===== src/rtl/stream_sync_pkg.sv =====
// Package: shared constants and types of the synchronous start controller.
// Assumes a register width that is a whole number of bytes.
package stream_sync_pkg;
    localparam int unsigned REG_W_DEF   = 32;
    localparam int unsigned STREAMS_DEF = 19;

    // Committed gate state of one stream
    typedef enum logic {
        GATE_OPEN = 1'b0,
        GATE_HELD = 1'b1
    } gate_state_e;
endpackage


===== src/rtl/stream_sync_csr.sv =====
// Module: programmed sync register. It takes full-width writes only and
// returns the programmed bits, zero-extended, on the read port.
// Assumes REG_W is a multiple of 8 and NUM_STREAMS <= REG_W.
module stream_sync_csr #(
    parameter int unsigned REG_W       = 32,
    parameter int unsigned NUM_STREAMS = 19,
    localparam int unsigned STRB_W     = REG_W / 8
) (
    input  logic                   clk,
    input  logic                   rst_n,
    input  logic                   wr_en,
    input  logic [STRB_W-1:0]      wr_strb,
    input  logic [REG_W-1:0]       wr_data,
    output logic                   wr_fire,
    output logic [NUM_STREAMS-1:0] prog_q,
    output logic [REG_W-1:0]       rd_data
);
    // Accept a write only when every byte lane is enabled
    assign wr_fire = wr_en & (&wr_strb);

    // Store the programmed sync bits
    always_ff @(posedge clk) begin
        if (!rst_n)       prog_q <= '0;
        else if (wr_fire) prog_q <= wr_data[NUM_STREAMS-1:0];
    end

    // Readback zero-extends the programmed bits
    assign rd_data = REG_W'(prog_q);

    generate
        if (NUM_STREAMS < REG_W) begin : g_hi
            logic unused_hi;
            assign unused_hi = ^wr_data[REG_W-1:NUM_STREAMS];
        end
    endgenerate

    a_r1_full_write_stores: assert property (@(posedge clk) disable iff (!rst_n)
        wr_fire |=> prog_q == $past(wr_data[NUM_STREAMS-1:0]));
    a_r2_partial_ignored: assert property (@(posedge clk) disable iff (!rst_n)
        (wr_en && !(&wr_strb)) |=> $stable(prog_q));
endmodule


===== src/rtl/stream_gate_cell.sv =====
// Module: gate of one stream. It commits the programmed sync bit at frame
// boundaries, waits for run and FIFO-ready before a release, and records
// releases requested too early. Assumes frame_start is a one-cycle strobe.
module stream_gate_cell
    import stream_sync_pkg::*;
(
    input  logic clk,
    input  logic rst_n,
    input  logic frame_start,
    input  logic wr_fire,
    input  logic wr_bit,
    input  logic prog_bit,
    input  logic run,
    input  logic fifo_rdy,
    output logic link_en,
    output logic held,
    output logic sync_err
);
    gate_state_e state_q, state_d;
    logic        ready;
    logic        early_clear;

    assign ready = run & fifo_rdy;

    // Next committed state: hold on a set bit, release only when ready
    always_comb begin
        state_d = state_q;
        if (frame_start) begin
            if (prog_bit)                        state_d = GATE_HELD;
            else if (state_q == GATE_HELD && ready) state_d = GATE_OPEN;
        end
    end

    // Commit register, updated only by the frame strobe
    always_ff @(posedge clk) begin
        if (!rst_n) state_q <= GATE_OPEN;
        else        state_q <= state_d;
    end

    // A 1-to-0 write while the stream is not ready is an error
    assign early_clear = wr_fire & prog_bit & ~wr_bit & ~ready;

    // Sticky error flag, cleared only by reset
    always_ff @(posedge clk) begin
        if (!rst_n)           sync_err <= 1'b0;
        else if (early_clear) sync_err <= 1'b1;
    end

    assign held    = (state_q == GATE_HELD);
    assign link_en = run & ~held;

    a_r5_commit_on_frame_only: assert property (@(posedge clk) disable iff (!rst_n)
        !frame_start |=> $stable(state_q));
    a_r6_no_release_unready: assert property (@(posedge clk) disable iff (!rst_n)
        (held && frame_start && !(run && fifo_rdy)) |=> held);
    a_r7_err_sticky: assert property (@(posedge clk) disable iff (!rst_n)
        sync_err |=> sync_err);
    a_r8_set_holds: assert property (@(posedge clk) disable iff (!rst_n)
        (frame_start && prog_bit) |=> held);
endmodule


===== src/rtl/stream_sync_gate.sv =====
// Module: top of the synchronous start controller. It ties the programmed
// register to one gate cell per stream. Assumes every stream it serves
// shares one link segment and its frame_start strobe.
module stream_sync_gate #(
    parameter int unsigned REG_W       = stream_sync_pkg::REG_W_DEF,
    parameter int unsigned NUM_STREAMS = stream_sync_pkg::STREAMS_DEF,
    localparam int unsigned STRB_W     = REG_W / 8
) (
    input  logic                   clk,
    input  logic                   rst_n,
    input  logic                   wr_en,
    input  logic [STRB_W-1:0]      wr_strb,
    input  logic [REG_W-1:0]       wr_data,
    output logic [REG_W-1:0]       rd_data,
    input  logic [NUM_STREAMS-1:0] run,
    input  logic [NUM_STREAMS-1:0] fifo_rdy,
    input  logic                   frame_start,
    output logic [NUM_STREAMS-1:0] link_en,
    output logic [NUM_STREAMS-1:0] sync_err
);
    logic                   wr_fire;
    logic [NUM_STREAMS-1:0] prog_q;
    logic [NUM_STREAMS-1:0] held;

    stream_sync_csr #(
        .REG_W       (REG_W),
        .NUM_STREAMS (NUM_STREAMS)
    ) i_csr (
        .clk     (clk),
        .rst_n   (rst_n),
        .wr_en   (wr_en),
        .wr_strb (wr_strb),
        .wr_data (wr_data),
        .wr_fire (wr_fire),
        .prog_q  (prog_q),
        .rd_data (rd_data)
    );

    // One gate cell per stream
    generate
        for (genvar s = 0; s < NUM_STREAMS; s++) begin : g_cell
            stream_gate_cell i_cell (
                .clk         (clk),
                .rst_n       (rst_n),
                .frame_start (frame_start),
                .wr_fire     (wr_fire),
                .wr_bit      (wr_data[s]),
                .prog_bit    (prog_q[s]),
                .run         (run[s]),
                .fifo_rdy    (fifo_rdy[s]),
                .link_en     (link_en[s]),
                .held        (held[s]),
                .sync_err    (sync_err[s])
            );
        end
    endgenerate

    a_r3_held_blocks: assert property (@(posedge clk) disable iff (!rst_n)
        (link_en & held) == '0);
    a_r10_no_en_without_run: assert property (@(posedge clk) disable iff (!rst_n)
        (link_en & ~run) == '0);
endmodule


===== config.mk =====
export PLATFORM = sky130hd
export DESIGN_NAME = stream_sync_gate
export DESIGN_NICKNAME = d
export VERILOG_FILES = /design/src/rtl/stream_sync_pkg.sv /design/src/rtl/stream_sync_csr.sv /design/src/rtl/stream_gate_cell.sv /design/src/rtl/stream_sync_gate.sv
export SDC_FILE = /design/constraint.sdc
export NUM_CORES = 1
export LEC_CHECK = 0
export BUFFER_PORTS_ARGS = -buffer_cell sky130_fd_sc_hd__buf_2
export CORE_AREA = 4 4 63 123
export CTS_CLUSTER_SIZE = 40
export DETAILED_ROUTE_END_ITERATION = 16
export DIE_AREA = 0 0 67 127
export HOLD_SLACK_MARGIN = 0.05
export PLACE_DENSITY = 0.78
export SLEW_MARGIN = 20
export SYNTH_ARGS = -nofsm -noshare
export SYNTH_HDL_FRONTEND = slang
export SYNTH_SLANG_ARGS = --single-unit

===== constraint.sdc =====
create_clock -name clk -period 1.6 [get_ports clk]
set_input_delay 0.16 -clock clk [delete_from_list [all_inputs] [get_ports clk]]
set_output_delay 0.16 -clock clk [all_outputs]
set_load 0.01 [all_outputs]

==> metrics.md, run 1 <==
| Metric | Value |
|---|---|
| Status | `complete, no violations` |
| Crit path launch | `g_cell[7].i_cell.held` |
| Nature of the critical path endpoint | `output pin` |
| CTS H-tree lvls | `3` |
| First-pass GRT wire length | `9860 um` |
| Max Cap Violations | `0` |
| Wire per inst | `12.3 um` |
| Top-Level Pins | `148` |
| Clock Tree Buf Depth | `2` |
| Tmin final | `1.02 ns` |
| Final instance area | `3490 sq um` |
| Delay-heaviest family, CP | `flip-flops` |
| GPL Wtd Cong | `0.668` |
| PD cells | `978 nW/um^2` |
| Stages on worst setup path | `2` |
| FMAX | `976 MHz` |
| RSZ-0062 raised after global routing | `no` |
| Fin. Hold Viols | `0` |
| Post-Synthesis Cells | `357` |
| Slowest Stage Delay on Critical Path | `0.31 ns` |
| Dpl hpwl | `4520 um` |
| Synth warn | `0` |
| Peak VDD IR | `0.466 mV` |
| Critical-path maximum fanout | `2` |
| DRT Wirelength | `6280 um` |
| # Post-CTS Setup Buffers | `0` |
| Largest net degree at the start of global routing | `39` |
| Initial core utilization | `44.2%` |
| DIE AREA | `8510 sq um` |
| WP data arrival | `0.86 ns` |
| Worst Setup Path Type | `reg -> out` |
| Clock root cell | `clkbuf_16` |
| Clock-pin slew on the worst setup and hold paths | `0.05 ns` |
| Row Count | `43` |
| Hold path cells | `3` |
| Hold Crit Class | `in -> reg` |
| P_leak | `1.51 nW` |
| Commonest non-fill, non-tap cell in the layout | `buf_2` |
| Crit path capture | `link_en[7]` |
| Critical-path top delay cell | `dfxtp_1` |
| Final Skew | `0.00333 ns` |
| Later-pin clock latency in the skew report | `0.32 ns` |
| Post-route clock period utilization | `64.0%` |
| Hold_sp | `wr_data[2]` |
| CTS resizes | `0` |
| Startpoint types | `flip-flop` |
| Post-route ant nets | `0` |
| Layout area overhead | `15.5%` |
| Setup TNS | `0 ns` |
| Slew Limit Fails | `0` |
| Clock buffer count from CTS | `9` |
| Post-Syn Area | `3020 sq um` |
| Area after DPL | `3230 sq um` |
| Initial antenna violation count | `0` |
| Most used DFF post-synth | `dfxtp_1` |
| Post-synth ARST share | `0%` |
| Critical Path RT | `1.44 ns` |
| Post-synth EDFFs | `0` |
| DRC viols | `0` |
| TritonRoute pass-1 iters | `4` |
| Flop2flop setup slack | `0.86 ns` |
| Total number of vias | `2453` |
| Distinct cell type count after synthesis | `15` |
| Number of diodes | `0` |
| # fillers | `679` |
| Port-buffer cells | `121` |
| Avg Cell Area, Syn | `8.46 sq um` |
| Net count, final | `496` |
| Reg-to-reg startpoint | `i_csr.prog_q[2]` |
| Die Height | `127 um` |
| Via density | `4.79` |
| Iteration-0 DRC Markers | `130` |
| Vias in the first global route | `2219` |
| Fin util | `51.1%` |
| Commonest non-fill, non-tap cells in the layout | `buf_2, nand2_1, dfxtp_1` |
| Synthesized flop and latch total | `57` |
| CTS sink count | `57` |
| Hold slack | `0.0905 ns` |
| Crit path cell chain | `nor2b_1 > buf_2` |
| CTS tree | `yes` |
| Path depth of the worst reg2reg path | `2` |
| Chip Width | `67 um` |
| Layout cells sized above 1 | `32.7%` |
| Overall routing resource usage | `14.8%` |
| Gr ovfl total | `0` |
| Core area | `6830 sq um` |
| CTS Hold Bufs | `0` |
| Post-synthesis sequential area ratio | `37.8%` |
| Final setup violation count | `0` |
| R2r endpoint | `g_cell[2].i_cell.sync_err` |
| CP Buf/Inv Count | `1` |
[through the flow]
| stage | std cells | power (mW) | setup WS (ns) |
|---|---|---|---|
| after detailed placement | 497 | 1.79 | 0.409 |
| after global routing | 512 | 3.56 | 0.493 |
| after CTS | 512 | 3.47 | 0.558 |
| final | 512 | 3.41 | 0.576 |
| after floorplan | 369 | 1.69 | 0.589 |
| after global placement | 497 | 1.78 | 0.440 |
[cells in the mapped netlist (7+ instances only)]
master,instances,area [sq um]
nand4b_1,19,166
dfxtp_1,57,1140
nand2_1,76,285
buf_2,8,40.0
clkbuf_1,7,26.3
nor2b_1,38,238
nand3_1,19,95.1
a22oi_1,19,143
mux2i_1,19,190
buf_4,70,526
o21ai_0,19,95.1
[routing by layer]
metal	track usage, %	up-vias	part of all wire, %	wire length [um]
met5	0	-	0	0
met4	6.10	0	1.6	99
met3	5.80	8	11	668
met2	22.7	102	46	2900
met1	18.3	1102	42	2610
li1	-	1241	-	-
[state kept, by name, summed over array words and instances (netlist names)]
register / count
i_csr.prog_q: 19
g_cell.i_cell.held: 19
g_cell.i_cell.sync_err: 19
[how the worst min path moves through the flow]
| stage | endpoint | slack [ns] |
|---|---|---|
| after floorplan | i_csr.prog_q[0] | 0.30 |
| after global placement | i_csr.prog_q[2] | 0.42 |
| after global routing | i_csr.prog_q[14] | 0.1 |
| after detailed placement | i_csr.prog_q[2] | 0.42 |
| after CTS | i_csr.prog_q[2] | 0.08 |
| final | i_csr.prog_q[2] | 0.09 |
[power breakdown]
part	internal (mW)	leakage (nW)	switching, mW
clock network	1.08	0.124	0.574
registers	1.43	0.459	0.00806
logic	0.150	0.922	0.168
total	2.66	1.51	0.750
[final cells by class]
| class | count | area [sq um] | share of cell area [%] |
|---|---|---|---|
| flip-flops and latches | 57 | 1140 | 32.7 |
| multi-input cells | 225 | 1290 | 37.1 |
| clock buffers | 15 | 258 | 7.38 |
| repair buffers | 125 | 686 | 19.6 |
| well taps | 90 | 113 | 3.23 |
[worst register-to-register path: cells and delay by family (launching register included)]
kind             cells  cell delay, ns
AO/OA/AOI/OAI        1            0.17
flip-flops           1            0.37
AND/OR/NAND/NOR      1            0.11
[kinds of logic (layout without fill, tap and decap cells)]
kind of cell | Yosys count | count (layout) | synth area share, %
flip-flops | 57 | 57 | 37.8
AO/OA/AOI/OAI | 38 | 38 | 7.87
other | 1 | 13 | 0.124
buffers and inverters | 87 | 140 | 20.9
multiplexers | 19 | 19 | 6.29
AND/OR/NAND/NOR | 155 | 155 | 27.0
(Power assumes the default switching activity.)
==> inputs of run 2 (changes only) <==
--- a/config.mk
+++ b/config.mk
@@ -5,13 +5,14 @@
 export SDC_FILE = /design/constraint.sdc
 export NUM_CORES = 1
 export LEC_CHECK = 0
+export ABC_AREA = 1
 export BUFFER_PORTS_ARGS = -buffer_cell sky130_fd_sc_hd__buf_2
-export CORE_AREA = 4 4 63 123
+export CORE_AREA = 4 4 67 130
 export CTS_CLUSTER_SIZE = 40
 export DETAILED_ROUTE_END_ITERATION = 16
-export DIE_AREA = 0 0 67 127
+export DIE_AREA = 0 0 71 134
 export HOLD_SLACK_MARGIN = 0.05
-export PLACE_DENSITY = 0.78
+export PLACE_DENSITY = 0.75
 export SLEW_MARGIN = 20
 export SYNTH_ARGS = -nofsm -noshare
 export SYNTH_HDL_FRONTEND = slang
==> constraint.sdc (replaced) <==
create_clock -name clk -period 0.8 [get_ports clk]
set_input_delay 0.08 -clock clk [delete_from_list [all_inputs] [get_ports clk]]
set_output_delay 0.08 -clock clk [all_outputs]
set_load 0.01 [all_outputs]
==> metrics.md, run 2 <==
| Metric | Value |
|---|---|
| Status | `finished with violations` |
| Failing checks | `negative setup slack` |
| Via density | `4.49` |
| Final setup violation count | `61` |
| Iteration-0 DRC Markers | `84` |
| Post-synth ARST share | `0%` |
| Layout cells sized above 1 | `49.6%` |
| Clock root cell | `clkbuf_16` |
| Post-Synthesis Cells | `471` |
| FMAX | `981 MHz` |
| Critical Path RT | `0.72 ns` |
| Hold slack | `0.0803 ns` |
| Clock-pin slew on the worst setup and hold paths | `0.05 ns` |
| Post-synthesis sequential area ratio | `36.3%` |
| Total number of vias | `2943` |
| Dpl hpwl | `5580 um` |
| CTS tree | `yes` |
| GPL Wtd Cong | `0.802` |
| Overall routing resource usage | `16.6%` |
| Top-count cell post-synth | `nand2_1` |
| DIE AREA | `9510 sq um` |
| Fin. Hold Viols | `0` |
| Final Skew | `0.00548 ns` |
| Critical-path maximum fanout | `2` |
| Die Height | `134 um` |
| Multi-input logic area | `1260 sq um` |
| Row Count | `45` |
| Wire per inst | `12.6 um` |
| DRT Wirelength | `8240 um` |
| Max Cap Violations | `0` |
| CTS Hold Bufs | `0` |
| Net count, final | `635` |
| Core area | `7660 sq um` |
| CTS sink count | `57` |
| Post-route ant nets | `0` |
| Clock power frac | `50.8%` |
| Psw | `1.71 mW` |
| Number of diodes | `0` |
| Vias in the first global route | `2856` |
| RSZ-0062 raised after global routing | `yes` |
| Chip Width | `71 um` |
| Share of the synthesized area in the top cell type | `36.3%` |
| Nature of the critical path endpoint | `output pin` |
| Synthesized flop and latch total | `57` |
| Largest net degree at the start of global routing | `40` |
| Slowest Stage Delay on Critical Path | `0.32 ns` |
| Top cells by area, synth | `dfxtp_1, buf_4, nand2_1, inv_1, nor2_1` |
| WP data arrival | `0.94 ns` |
| Worst Setup Path Type | `reg -> out` |
| Fin util | `56.4%` |
| Setup WS post-layout | `-0.220 ns` |
| Flop pwr share | `38.7%` |
| Tmin final | `1.02 ns` |
| Hold Crit Class | `in -> reg` |
| Critical-path top delay cell | `dfxtp_2` |
| Synth warn | `0` |
| Commonest non-fill, non-tap cells in the layout | `nand2_1, buf_2, inv_1` |
| Distinct cell type count after synthesis | `16` |
| Crit path cell chain | `nor2_2 > buf_2` |
| Post-synth EDFFs | `0` |
| Most used DFF post-synth | `dfxtp_1` |
| # fillers | `712` |
| Most frequent cells after synthesis | `nand2_1, inv_1, nor2_1` |
| Delay-heaviest family, CP | `flip-flops` |
| Post-route clock period utilization | `127%` |
| Gr ovfl total | `0` |
| Commonest non-fill, non-tap cell in the layout | `nand2_1` |
| Clock buffer count from CTS | `9` |
| PD cells | `1730 nW/um^2` |
| Initial antenna violation count | `0` |
| Layout area overhead | `37.2%` |
| Internal | `5.74 mW` |
| Initial core utilization | `41.1%` |
| Comb pwr share | `10.5%` |
| Startpoint types | `flip-flop` |
| CTS H-tree lvls | `3` |
| Avg Cell Area, Syn | `6.68 sq um` |
| CP Buf/Inv Count | `1` |
| Post-Syn Area | `3140 sq um` |
| Setup TNS | `-4.72 ns` |
| Later-pin clock latency in the skew report | `0.32 ns` |
| Final Power | `7.45 mW` |
| Slew Limit Fails | `0` |
| Peak VDD IR | `1.44 mV` |
| Largest area contributor in the netlist | `dfxtp_1` |
| DRC viols | `0` |
| Port-buffer cells | `121` |
| Register area | `1240 sq um` |
| P_leak | `2.13 nW` |
| TritonRoute pass-1 iters | `4` |
| Top-Level Pins | `148` |
| Clock Tree Buf Depth | `2` |
| First-pass GRT wire length | `12400 um` |
| Net Sw Frac | `22.9%` |
==> run 2: logic make-up after synthesis <==
kind of cell	share of synthesized area [%]
DFF	36.3
AOI/OAI and AO/OA	10.3
buffers and inverters	29.0
other	0.119
and+or+nand+nor	24.3
==> run 2: cell type report <==
type / count / area share, %
Tap cell: 94 / 2.73
Timing Repair Buffer: 148 / 25.8
Inverter: 78 / 6.78
Clock inverter: 3 / 0.928
Clock buffer: 12 / 5.94
Multi-Input combinational cell: 263 / 29.2
Sequential cell: 57 / 28.7
==> run 2: timing repair <==
action,in CTS,in global routing
setup endpoints to repair,57,79
setup buffers,9,3
resized for setup,97,61
gates cloned,0,0
pin swaps,23,43
==> run 2: through the flow <==
step                      cells  area [sq um]  worst slack, ns
after CTS                   652          4120           -0.171
final                       655          4320           -0.220
after global routing        655          4320           -0.218
after floorplan             483          3190           0.0412
after global placement      640          3520          -0.0829
after detailed placement    640          3520           -0.114
==> run 2: metal layers <==
layer  global-route usage [%]  share of wire (%)
met5                        0                  0
met4                     10.9                3.7
met3                     3.45                5.5
met2                     31.8                 58
met1                     15.0                 33
==> run 2: power groups by stage <==
stage | Combinational, mW | Sequential, mW | Clock, mW
final | 0.782 | 2.88 | 3.78
after global routing | 0.859 | 2.89 | 4.01
after CTS | 0.736 | 2.90 | 3.88
after detailed placement | 0.712 | 2.95 | 0
after global placement | 0.696 | 2.95 | 0
after floorplan | 0.493 | 2.96 | 0
==> run 2: path summary, 6_finish.rpt <==
kind,cells after the start,slack (ns),to,start
worst max register to register,5,-0.07,g_cell[11].i_cell.sync_err,i_csr.prog_q[11]
worst min register to register,2,0.45,g_cell[18].i_cell.sync_err,g_cell[18].i_cell.sync_err
worst max-delay path,2,-0.22,link_en[18],g_cell[18].i_cell.held
worst min-delay path,5,0.08,i_csr.prog_q[8],wr_data[8]
==> run 2: worst reg2reg max path, stage by stage, from the launching register on <==
cell and delay [ns]:
dfxtp_2 0.35, buf_6 0.11, nand2_2 0.05, nor2_2 0.08
nand2_1 0.07, a21oi_2 0.14
==> inputs of run 3 (changes only) <==
--- a/config.mk
+++ b/config.mk
@@ -7,12 +7,14 @@
 export LEC_CHECK = 0
 export ABC_AREA = 1
 export BUFFER_PORTS_ARGS = -buffer_cell sky130_fd_sc_hd__buf_2
-export CORE_AREA = 4 4 67 130
+export CELL_PAD_IN_SITES_DETAIL_PLACEMENT = 1
+export CELL_PAD_IN_SITES_GLOBAL_PLACEMENT = 1
+export CORE_AREA = 4 4 80 157
 export CTS_CLUSTER_SIZE = 40
 export DETAILED_ROUTE_END_ITERATION = 16
-export DIE_AREA = 0 0 71 134
+export DIE_AREA = 0 0 84 161
 export HOLD_SLACK_MARGIN = 0.05
-export PLACE_DENSITY = 0.75
+export PLACE_DENSITY = 0.76
 export SLEW_MARGIN = 20
 export SYNTH_ARGS = -nofsm -noshare
 export SYNTH_HDL_FRONTEND = slang
==> metrics.md, run 3 (synthesis results as in run 2) <==
| Metric | Value |
|---|---|
| Status | `finished with violations` |
| Failing checks | `negative setup slack` |
| Die Height | `161 um` |
| Worst Setup Path Type | `reg -> out` |
| Via density | `4.28` |
| Nature of the critical path endpoint | `output pin` |
| Port-buffer cells | `121` |
| Fin util | `39.8%` |
| Clock buffer count from CTS | `9` |
| Tmin final | `0.956 ns` |
| Chip Width | `84 um` |
| Max Cap Violations | `0` |
| Multi-input logic area | `1310 sq um` |
| Critical-path maximum fanout | `2` |
| Commonest non-fill, non-tap cells in the layout | `nand2_1, buf_2, inv_1` |
| CTS H-tree lvls | `3` |
| Row Count | `55` |
| DRT Wirelength | `10100 um` |
| Hold Crit Class | `in -> reg` |
| Clock root cell | `clkbuf_16` |
| # fillers | `1467` |
| Later-pin clock latency in the skew report | `0.32 ns` |
| Total number of vias | `3055` |
| Placed insts | `685` |
| Hold_sp | `wr_data[11]` |
| Setup TNS | `-4.79 ns` |
| RSZ-0062 raised after global routing | `yes` |
| Critical-path top delay cell | `dfxtp_2` |
| Reg-to-reg startpoint | `i_csr.prog_q[2]` |
| Internal | `5.46 mW` |
| Flop pwr share | `39.9%` |
| Pre-CTS setup slack | `-0.175 ns` |
| Wire per inst | `14.2 um` |
| DIE AREA | `13500 sq um` |
| Layout Cells excl Fill | `713` |
| R2r endpoint | `g_cell[2].i_cell.sync_err` |
| PD cells | `1610 nW/um^2` |
| Final instance area | `4490 sq um` |
| Dpl hpwl | `7440 um` |
| Comb pwr share | `11.6%` |
| Area after DPL | `3570 sq um` |
| Setup WS post-layout | `-0.156 ns` |
| Layout area overhead | `42.9%` |
| Post-route ant nets | `0` |
| CTS sink count | `57` |
| Hold path cells | `5` |
| Peak VDD IR | `0.943 mV` |
| Hold slack | `0.0734 ns` |
| Clock Tree Buf Depth | `2` |
| Net count, final | `644` |
| Psw | `1.78 mW` |
| Initial antenna violation count | `0` |
| Final setup violation count | `63` |
| Delay-heaviest family, CP | `flip-flops` |
| Final Skew | `0.00723 ns` |
| Post-route clock period utilization | `120%` |
| Slowest Stage Delay on Critical Path | `0.32 ns` |
| Number of diodes | `0` |
| Clock-pin slew on the worst setup and hold paths | `0.05 ns` |
| Initial core utilization | `27.9%` |
| Crit path cell chain | `nor2_2 > buf_2` |
| Core area | `11300 sq um` |
| Worst hold path endpoint | `i_csr.prog_q[11]` |
| DRC viols | `0` |
| GPL Wtd Cong | `0.814` |
| Path depth of the worst reg2reg path | `5` |
| CTS tree | `yes` |
| Final Power | `7.24 mW` |
| P_leak | `2.20 nW` |
| Largest net degree at the start of global routing | `26` |
| Flop2flop setup slack | `-0.05 ns` |
| WP data arrival | `0.88 ns` |
| Net Sw Frac | `24.6%` |
| Crit path launch | `g_cell[15].i_cell.held` |
| Critical Path RT | `0.72 ns` |
| Layout cells sized above 1 | `52.7%` |
| Gr ovfl total | `0` |
| Clock power frac | `48.5%` |
| First-pass GRT wire length | `15500 um` |
| TritonRoute pass-1 iters | `4` |
| Iteration-0 DRC Markers | `59` |
| Commonest non-fill, non-tap cell in the layout | `nand2_1` |
| Slew Limit Fails | `0` |
| Register area | `1240 sq um` |
| Fin. Hold Viols | `0` |
| FMAX | `1050 MHz` |
| CP Buf/Inv Count | `1` |
| Top-Level Pins | `148` |
| Startpoint types | `flip-flop` |
| Vias in the first global route | `3156` |
| Overall routing resource usage | `14.8%` |
[run 3: changes by cell type in the layout (fill, tap and decap cells not counted), sizes merged]
cell / delta
buf: +9
clkinv: +2
bufinv: -1
clkbuf: +1
inv: -1
[run 3: area by class of cell]
type / count / share of cell area (%)
timing repair buffer: 157 / 26.8
multi-input combinational: 263 / 29.1
clock buffer: 13 / 5.79
inverter: 78 / 6.51
sequential: 57 / 27.5
clock inverter: 3 / 0.334
tap: 142 / 3.95
[run 3: worst max path at each step]
stage                                  to  cells past startpoint
4_1_cts                        link_en[1]                      2
6_report                      link_en[15]                      2
2_1_floorplan  g_cell[10].i_cell.sync_err                      6
5_1_grt                       link_en[15]                      2
3_3_place_gp             i_csr.prog_q[16]                      7
3_5_place_dp   g_cell[14].i_cell.sync_err                      6
[run 3: worst register-to-register path, cell delays in order, from the launching register on]
cell and delay, ns:
dfxtp_2 0.34, buf_6 0.10, nand2_4 0.05, nor2_4 0.10
nand2_2 0.06, a21oi_2 0.13
[run 3: timing repair]
action / CTS / global route
gates resized for setup: 106 / 76
hold buffers: 0 / 0
pin swaps: 30 / 39
buffers inserted: 13 / 6
endpoints found under the setup margin: 59 / 83
[run 3: power groups by stage]
| stage | Clock, mW | Sequential, mW | Combinational (mW) |
|---|---|---|---|
| 2_1_floorplan | 0 | 2.96 | 0.493 |
| 3_3_place_gp | 0 | 2.96 | 0.723 |
| 3_5_place_dp | 0 | 2.96 | 0.748 |
| 4_1_cts | 3.62 | 2.90 | 0.790 |
| 5_1_grt | 3.79 | 2.89 | 0.935 |
| 6_report | 3.51 | 2.89 | 0.841 |
[run 3: per-layer routing]
layer,global-route usage [%],share of wire (%),up-vias
li1,-,-,1495
met1,13.5,33,1441
met2,29.8,59,91
met3,2.81,4.0,28
met4,7.54,4.0,0
met5,0,0,-
